--- src/rtl/nvv_pkg.sv ---
package nvv_pkg;
  localparam int BANK_AW    = 13;
  localparam int BANK_BYTES = 1 << BANK_AW;
  localparam int NUM_BANKS  = 2;
  localparam int ADDR_W     = BANK_AW + 1;
  localparam int BYTE_W     = 8;
  localparam int WORD_W     = 32;
  localparam int HDR_LAST   = 15;
  localparam int ADL_OFS    = 16;
  localparam int BODY_OFS   = 20;
  localparam int ADLER_MOD  = 65521;
  localparam logic [7:0] SIG_VAL = 8'h5A;

  // Two folds are enough for any 16-bit value
  function automatic logic [7:0] fold8(input logic [15:0] s);
    logic [15:0] t;
    t = {8'h00, s[7:0]} + {8'h00, s[15:8]};
    t = {8'h00, t[7:0]} + {8'h00, t[15:8]};
    return t[7:0];
  endfunction
endpackage

--- src/rtl/nvv_rst_sync.sv ---
module nvv_rst_sync (
  input  logic clk,
  input  logic rst_n,
  output logic rst_n_s
);
  logic [1:0] sync_q;

  always_ff @(posedge clk or negedge rst_n) begin
    if (!rst_n) sync_q <= 2'b00;
    else        sync_q <= {sync_q[0], 1'b1};
  end

  assign rst_n_s = sync_q[1];
endmodule

--- src/rtl/nvv_hdr_sum.sv ---
module nvv_hdr_sum #(
  parameter int AW = nvv_pkg::BANK_AW,
  parameter int LAST = nvv_pkg::HDR_LAST
) (
  input  logic          clk,
  input  logic          rst_n,
  input  logic          vld,
  input  logic [AW-1:0] ofs,
  input  logic [7:0]    byte_i,
  output logic [15:0]   sum_q
);
  logic        take;
  logic [15:0] base;
  logic [15:0] sum_d;

  always_comb begin
    take  = vld && ((ofs == '0) || ((ofs >= AW'(2)) && (ofs <= AW'(LAST))));
    base  = (ofs == '0) ? 16'h0000 : sum_q;
    sum_d = take ? (base + {8'h00, byte_i}) : sum_q;
  end

  always_ff @(posedge clk or negedge rst_n) begin
    if (!rst_n)    sum_q <= 16'h0000;
    else if (take) sum_q <= sum_d;
  end

  // fifteen bytes can never exceed 15*255

  hsum_range_chk: assert property (@(posedge clk) disable iff (!rst_n)
    sum_q <= 16'd3825);
endmodule

--- src/rtl/nvv_adler_acc.sv ---
module nvv_adler_acc #(
  parameter int MOD = nvv_pkg::ADLER_MOD
) (
  input  logic        clk,
  input  logic        rst_n,
  input  logic        en,
  input  logic        init,
  input  logic [7:0]  byte_i,
  output logic [15:0] lo_n,
  output logic [15:0] hi_n
);
  localparam logic [16:0] M17 = 17'(MOD);

  logic [15:0] lo_q, hi_q;
  logic [15:0] base_lo, base_hi;
  logic [16:0] s_lo, s_hi, r_lo, r_hi;

  always_comb begin
    base_lo = init ? 16'h0001 : lo_q;
    base_hi = init ? 16'h0000 : hi_q;
    s_lo    = {1'b0, base_lo} + {9'h000, byte_i};
    r_lo    = (s_lo >= M17) ? (s_lo - M17) : s_lo;
    lo_n    = r_lo[15:0];
    s_hi    = {1'b0, base_hi} + {1'b0, lo_n};
    r_hi    = (s_hi >= M17) ? (s_hi - M17) : s_hi;
    hi_n    = r_hi[15:0];
  end

  always_ff @(posedge clk or negedge rst_n) begin
    if (!rst_n) begin
      lo_q <= 16'h0001;
      hi_q <= 16'h0000;
    end else if (en) begin
      lo_q <= lo_n;
      hi_q <= hi_n;
    end
  end


  acc_range_chk: assert property (@(posedge clk) disable iff (!rst_n)
    (32'(lo_q) < MOD) && (32'(hi_q) < MOD));
endmodule

--- src/rtl/nvv_bank_check.sv ---
module nvv_bank_check
  import nvv_pkg::*;
#(
  parameter int AW = BANK_AW
) (
  input  logic          clk,
  input  logic          rst_n,
  input  logic          vld,
  input  logic [AW-1:0] ofs,
  input  logic [7:0]    byte_i,
  output logic          res_stb,
  output logic          res_ok,
  output logic [31:0]   res_gen
);
  logic [7:0]  sig_q, cks_q;
  logic [31:0] adl_q, gen_q;
  logic [15:0] hsum;
  logic [15:0] lo_n, hi_n;
  logic        body_en, body_init;
  logic        cap_sig, cap_cks, cap_adl, cap_gen;

  always_comb begin
    cap_sig   = vld && (ofs == '0);
    cap_cks   = vld && (ofs == AW'(1));
    cap_adl   = vld && (ofs >= AW'(ADL_OFS)) && (ofs < AW'(BODY_OFS));
    cap_gen   = vld && (ofs >= AW'(BODY_OFS)) && (ofs < AW'(BODY_OFS + 4));
    body_en   = vld && (ofs >= AW'(BODY_OFS));
    body_init = (ofs == AW'(BODY_OFS));
  end

  nvv_hdr_sum #(.AW(AW), .LAST(HDR_LAST)) i_hsum (
    .clk(clk), .rst_n(rst_n), .vld(vld), .ofs(ofs), .byte_i(byte_i), .sum_q(hsum)
  );

  nvv_adler_acc #(.MOD(ADLER_MOD)) i_adler (
    .clk(clk), .rst_n(rst_n), .en(body_en), .init(body_init), .byte_i(byte_i),
    .lo_n(lo_n), .hi_n(hi_n)
  );

  always_ff @(posedge clk or negedge rst_n) begin
    if (!rst_n) begin
      sig_q <= 8'h00;
      cks_q <= 8'h00;
    end else begin
      if (cap_sig) sig_q <= byte_i;
      if (cap_cks) cks_q <= byte_i;
    end
  end

  always_ff @(posedge clk or negedge rst_n) begin
    if (!rst_n) begin
      adl_q <= 32'h0;
      gen_q <= 32'h0;
    end else begin
      if (cap_adl) adl_q <= {adl_q[23:0], byte_i};
      if (cap_gen) gen_q <= {gen_q[23:0], byte_i};
    end
  end

  always_comb begin
    res_stb = vld && (ofs == '1);
    res_ok  = (sig_q == SIG_VAL) && (cks_q == fold8(hsum)) && (adl_q == {hi_n, lo_n});
    res_gen = res_ok ? gen_q : 32'h0;
  end

  // input contract, offsets rise by one per consumed byte

  ofs_seq_chk: assert property (@(posedge clk) disable iff (!rst_n)
    (vld && (ofs != '0)) |-> ($past(vld) && (ofs == $past(ofs) + AW'(1))));
endmodule

--- src/rtl/nvv_bank_select.sv ---
module nvv_bank_select
  import nvv_pkg::*;
(
  input  logic              clk,
  input  logic              rst_n,
  input  logic              start,
  output logic              rd_en,
  output logic [ADDR_W-1:0] rd_addr,
  input  logic [7:0]        rd_data,
  output logic [1:0]        bank_valid,
  output logic [31:0]       gen0,
  output logic [31:0]       gen1,
  output logic              active_bank,
  output logic              done
);
  logic              rst_n_s;
  logic              run_q, run_d;
  logic [ADDR_W-1:0] addr_q, addr_d;
  logic              dvld_q;
  logic [ADDR_W-1:0] doff_q;
  logic              done_q, done_d;
  logic              act_q, act_d;
  logic              res_stb, res_ok;
  logic [31:0]       res_gen;
  logic              last_bank;

  nvv_rst_sync i_rsync (.clk(clk), .rst_n(rst_n), .rst_n_s(rst_n_s));

  // Address sequencer: next state
  always_comb begin
    run_d  = run_q;
    addr_d = addr_q;
    if (!run_q && start) begin
      run_d  = 1'b1;
      addr_d = '0;
    end else if (run_q) begin
      addr_d = addr_q + ADDR_W'(1);
      if (addr_q == '1) run_d = 1'b0;
    end
  end

  always_ff @(posedge clk or negedge rst_n_s) begin
    if (!rst_n_s) begin
      run_q  <= 1'b0;
      addr_q <= '0;
      dvld_q <= 1'b0;
      doff_q <= '0;
    end else begin
      run_q  <= run_d;
      addr_q <= addr_d;
      dvld_q <= run_q;
      if (run_q) doff_q <= addr_q;
    end
  end

  assign rd_en   = run_q;
  assign rd_addr = addr_q;

  nvv_bank_check #(.AW(BANK_AW)) i_check (
    .clk(clk), .rst_n(rst_n_s), .vld(dvld_q), .ofs(doff_q[BANK_AW-1:0]),
    .byte_i(rd_data), .res_stb(res_stb), .res_ok(res_ok), .res_gen(res_gen)
  );

  assign last_bank = doff_q[BANK_AW];

  for (genvar b = 0; b < NUM_BANKS; b++) begin : g_bank
    logic        hit;
    logic        val_r;
    logic [31:0] gen_r;
    assign hit = res_stb && (last_bank == 1'(b));
    always_ff @(posedge clk or negedge rst_n_s) begin
      if (!rst_n_s) begin
        val_r <= 1'b0;
        gen_r <= 32'h0;
      end else if (hit) begin
        val_r <= res_ok;
        gen_r <= res_gen;
      end
    end
  end

  // Selection and completion: next state
  always_comb begin
    done_d = res_stb && last_bank;
    act_d  = act_q;
    if (done_d) act_d = (g_bank[0].gen_r < res_gen);
  end

  always_ff @(posedge clk or negedge rst_n_s) begin
    if (!rst_n_s) begin
      done_q <= 1'b0;
      act_q  <= 1'b0;
    end else begin
      done_q <= done_d;
      act_q  <= act_d;
    end
  end

  assign bank_valid  = {g_bank[1].val_r, g_bank[0].val_r};
  assign gen0        = g_bank[0].gen_r;
  assign gen1        = g_bank[1].gen_r;
  assign active_bank = act_q;
  assign done        = done_q;


  done_pulse_chk: assert property (@(posedge clk) disable iff (!rst_n_s)
    done |=> !done);

  addr_step_chk: assert property (@(posedge clk) disable iff (!rst_n_s)
    (rd_en && $past(rd_en)) |-> (rd_addr == $past(rd_addr) + ADDR_W'(1)));

  addr_first_chk: assert property (@(posedge clk) disable iff (!rst_n_s)
    $rose(rd_en) |-> (rd_addr == '0));

  select_chk: assert property (@(posedge clk) disable iff (!rst_n_s)
    done |-> (active_bank == (gen0 < gen1)));

  gen_zero_chk: assert property (@(posedge clk) disable iff (!rst_n_s)
    done |-> ((bank_valid[0] || gen0 == 32'h0) && (bank_valid[1] || gen1 == 32'h0)));

  done_idle_chk: assert property (@(posedge clk) disable iff (!rst_n_s)
    done |-> !rd_en);
endmodule

--- config.mk ---
export PLATFORM = sky130hd
export DESIGN_NAME = nvv_bank_select
export DESIGN_NICKNAME = d
export VERILOG_FILES = /design/src/rtl/nvv_pkg.sv /design/src/rtl/nvv_rst_sync.sv /design/src/rtl/nvv_hdr_sum.sv /design/src/rtl/nvv_adler_acc.sv /design/src/rtl/nvv_bank_check.sv /design/src/rtl/nvv_bank_select.sv
export SDC_FILE = /design/constraint.sdc
export NUM_CORES = 1
export LEC_CHECK = 0
export BUFFER_PORTS_ARGS = -buffer_cell sky130_fd_sc_hd__buf_2
export CAP_MARGIN = 20
export CORE_MARGIN = 2
export CORE_UTILIZATION = 45
export DETAILED_ROUTE_END_ITERATION = 16
export PLACE_DENSITY = 0.71
export RECOVER_POWER = 100
export SLEW_MARGIN = 20
export SYNTH_ARGS = -nofsm -noshare
export SYNTH_HDL_FRONTEND = slang
export SYNTH_SLANG_ARGS = --single-unit
--- constraint.sdc ---
create_clock -name clk -period 20.4 [get_ports clk]
set_input_delay 3.06 -clock clk [delete_from_list [all_inputs] [get_ports clk]]
set_output_delay 3.06 -clock clk [all_outputs]
set_load 0.02 [all_outputs]
==> results summary <==
Registers are responsible for 18.3% of the overall power. The design area came out at 17010 um2. The type of element capturing the critical path is a register. The via density per instance came out at 6.178. The count of final hold-check violations came out at 0. The post-CTS repair timing setup buffer count came out at 0. The detailed-routing iteration count for the pre-antenna-repair pass came out at 5.

At the later pin of the worst-skew pair, clock insertion delay measures 0.55 ns. The number of different library cells in the post-synthesis netlist is 106. For this run, the number of Yosys warnings is 0.

Averaged over all synthesized cells, the footprint is 9.212 um2. The starting density of the core is 45.51%. After detailed placement, the total cell area comes to 16450 um2. The number of global-route vias before repair was 13029. The clock network burns 15.2% of the power. For this run, the leading register cell type out of synthesis is dfrtp_1.

In this run the cell area of the synthesized design comes to 15640 um2. The tree is rooted in a clkbuf_16. After clock tree synthesis, the clock-pin slew on the worst setup and hold paths is 0.06 ns. For this design the total switching power over the nets is 1.763 mW. The number of standard cells after synthesis came out at 1698. The ratio of total power to cell area is 194.1 nW/um2. The worst-case hold slack is 0.3620 ns. The fraction of final layout cells sized beyond drive strength 1 is 10.85%. The total global-route track usage came out at 27.71%. The internal portion of the total power is 1.539 mW.

The transition time of the tightest slew-check pin is 7.022 ns. The total wire length is 50190 um. The largest net degree at the start of global routing is 183. Compared with the post-synthesis result, the final layout area differs by 8.727%. The total negative setup slack came out at 0 ns.

The worst slew margin relative to its limit came out at -368.2%. TritonCTS built the clock tree. After the last flow step, the layout net total stands at 1844. The top-area cell type share of the netlist area came out at 36.31%. Leaving out fill and tap cells, the most frequent cells in the layout are 252 x nand2_1, 227 x dfrtp_1, 124 x o21ai_0. In the post-synthesis netlist, the biggest area contributors are dfrtp_1 36%, mux2_2 6.6%, ha_1 6.2%.

The number of rows in the core area is 68. Dividing the detail-routed wire length by the instance count gives 22.56 um. The count of unresolved DRC violations after routing came out at 0.

Setup repair after global routing left no endpoint under its margin. The total of cells resized after clock tree synthesis came out at 0. The library cell occupying the most area in the post-synthesis netlist is dfrtp_1. The count of endpoints failing setup in the final report came out at 0. Once detail routing completed, the nets flagged for antenna violations numbered 0. The width of the die came out at 190.4 um. The worst path needs 16.08 ns of the cycle, external delays included. The switching power share of the total is 53.39%. The highest fanout seen on the critical path is 35. The detailed placer's ending HPWL is 38210 um. The worst-case clock buffer depth came out at 3. The repair_antennas step left the layout with diodes totalling 0. The H-tree depth came out at 1.

The checks that failed: max-capacitance violations, max-slew violations. CTS saw 228 sinks. The largest individual stage delay along the critical path comes from the cell o21ai_0.

The congestion estimate from routability-driven global placement came to 0.9608. The async set or reset register ratio after synthesis came out at 100.0%. The maximum ir drop on the vdd rail came out at 0.1521 mV. The total overflow reported by the global router is 0.

In this design, the critical path's most frequently occurring cell is a21o_1. The post-synthesis register bit count is 228. The number of nets produced by synthesis came out at 1791. Leaving out fill and tap cells, the most frequent cell in the layout is nand2_1. For this design the static power due to leakage is 7.287 nW. The portion of the post-synthesis area used by sequential elements came out at 36.48%. Between clock sinks in the finished design, the worst skew comes to 0.01785 ns. The overall via count from detail_route came out at 13746. Hold repair after CTS inserted 0 buffers.

The final worst-path cycle share came out at 78.81%. The die covers 36270 um2. The combinational cell fraction of total power came out at 66.5%.

The fmax came out at 62.20 MHz. In this run the count of I/O pins placed on the die edge is 94. The die is 190.4 um tall. The class of the most critical setup path is input port to register. STA classifies the critical path startpoint as an input port.

The placeable core region is 34370 um2. The global-route wire length before repair came out at 78400 um. The number of antenna violations at the first check in global routing is 2. The number of enable-type register cells in the synthesized netlist came out at 0. The number of buffer cells added on primary ports came out at 93. The number of design-rule violations left by the first detailed-router iteration is 1231. STA puts the critical path data arrival time at 16.55 ns.

Max-cap violations in this run came to 8. The number of buffers inserted during clock tree synthesis came out at 26. The largest stage delay on the critical path came out at 1.88 ns. The run finished, with violations left. The fill cell total of the finished layout is 3272. The data required time of the worst path is 20.88 ns. The final count of pins violating max slew was 386. The class of the tightest hold or removal check is register to register.
through the flow:
stage / worst slack [ns] / power (mW) / utilization, % / instances
global placement: 7.319 / 2.819 / 47.86 / 2177
detailed placement: 7.251 / 2.795 / 47.86 / 2177
global route: 3.579 / 3.505 / 49.48 / 2225
floorplan: 9.311 / 2.192 / - / 1698
finish: 4.322 / 3.301 / 49.48 / 2225
CTS: 7.793 / 3.312 / 50.56 / 2224
power by group through the flow:
| stage | Clock [mW] | Combinational, mW | Sequential (mW) |
|---|---|---|---|
| finish | 0.503 | 2.20 | 0.603 |
| detailed placement | 0 | 2.18 | 0.611 |
| global route | 0.534 | 2.36 | 0.614 |
| CTS | 0.513 | 2.19 | 0.604 |
| global placement | 0 | 2.21 | 0.607 |
| floorplan | 0 | 1.59 | 0.604 |
cells in the mapped netlist, types with 5 or more instances:
library cell  count
buf_6             5
a311oi_1          5
buf_1             9
nor2b_1           7
ha_1             78
nor4_4            5
nor3_1           39
nor2_1           86
o21ai_0          85
o211ai_1         16
nor4_1           20
o22ai_1           5
nand4_2          30
a31oi_1          13
o32ai_1           5
nand4_1          41
a21oi_1          63
o31ai_1          11
clkbuf_1         52
o21ai_1          63
and2_1           47
or2_2             7
nand3_1          37
mux2i_1          10
nand2b_1          8
xnor2_1          51
o21a_1           11
and3_1           22
buf_2            15
a211oi_1          8
o2111ai_1        13
and4_1            5
a21o_1           28
or4_1             6
mux2_2           91
inv_1            37
a221oi_1          5
a211o_1           6
o21bai_1          8
dfrtp_1         227
xor2_1           27
nand2_1         253
or3_1            11
buf_4             5
o311ai_0          6
state kept, by name (all words and copies together), names as in the netlist:
signal and flops:
active_bank 1, doff_q 14, done 1, dvld_q 1
g_bank.val_r 2, gen0 32, gen1 32, i_check.adl_q 32
i_check.cks_q 8, i_check.gen_q 32, i_check.i_adler.hi_q 16, i_check.i_adler.lo_q 16
i_check.i_hsum.sum_q 16, i_check.sig_q 8, i_rsync.sync_q 2, rd_addr 14
rd_en 1
cell type report:
class	instances	area, um2	share of cell area [%]
Clock buffer	37	752.0	4.421
Inverter	38	142.6	0.8387
Tap cell	455	569.3	3.347
Clock inverter	10	175.2	1.030
Timing Repair Buffer	113	465.4	2.737
Multi-Input combinational cell	1344	9196	54.07
Sequential cell	228	5707	33.55
logic make-up (layout without fill, tap and decap cells):
logic type / after synthesis / count (layout) / share of synthesized area (%)
buffers and inverters: 126 / 198 / 3.551
AND/OR/NAND/NOR: 660 / 660 / 22.92
adder cells (fa/ha/maj): 82 / 82 / 6.751
flip-flops: 228 / 228 / 36.48
XOR/XNOR: 81 / 81 / 4.759
AO/OA/AOI/OAI: 418 / 418 / 18.23
other: 1 / 1 / 0.02397
multiplexers: 102 / 102 / 7.279
worst paths after layout:
kind                              startpoint                       to  slack [ns]  cells after the start
setup / recovery                  rd_data[0]              active_bank        4.32                     39
hold / removal             i_rsync.sync_q[0]        i_rsync.sync_q[1]        0.36                      0
setup reg to reg                   doff_q[5]              active_bank        5.55                     42
hold reg to reg            i_rsync.sync_q[0]        i_rsync.sync_q[1]        0.36                      0
max in group asynchronous  i_rsync.sync_q[1]                 gen0[16]       10.17                      2
min in group asynchronous  i_rsync.sync_q[1]  i_check.i_adler.lo_q[6]        0.78                      0
worst max-delay path, delay by kind of cell:
kind / cells / cell delay (ns)
compound gates: 12 / 4.57
mux: 2 / 0.89
fa+ha+maj: 4 / 1.52
buf+inv: 4 / 2.00
simple gates: 16 / 3.93
xor+xnor: 1 / 0.56
per-layer routing:
| layer | vias to the layer above | track usage (%) | part of all wire (%) |
|---|---|---|---|
| met5 | - | 0 | 0 |
| met4 | 0 | 8.825 | 3.4 |
| met3 | 92 | 3.000 | 6.4 |
| met2 | 526 | 43.17 | 45 |
| met1 | 6766 | 40.30 | 46 |
| li1 | 6362 | - | - |
Note: power is estimated with default switching activity, not from simulation.
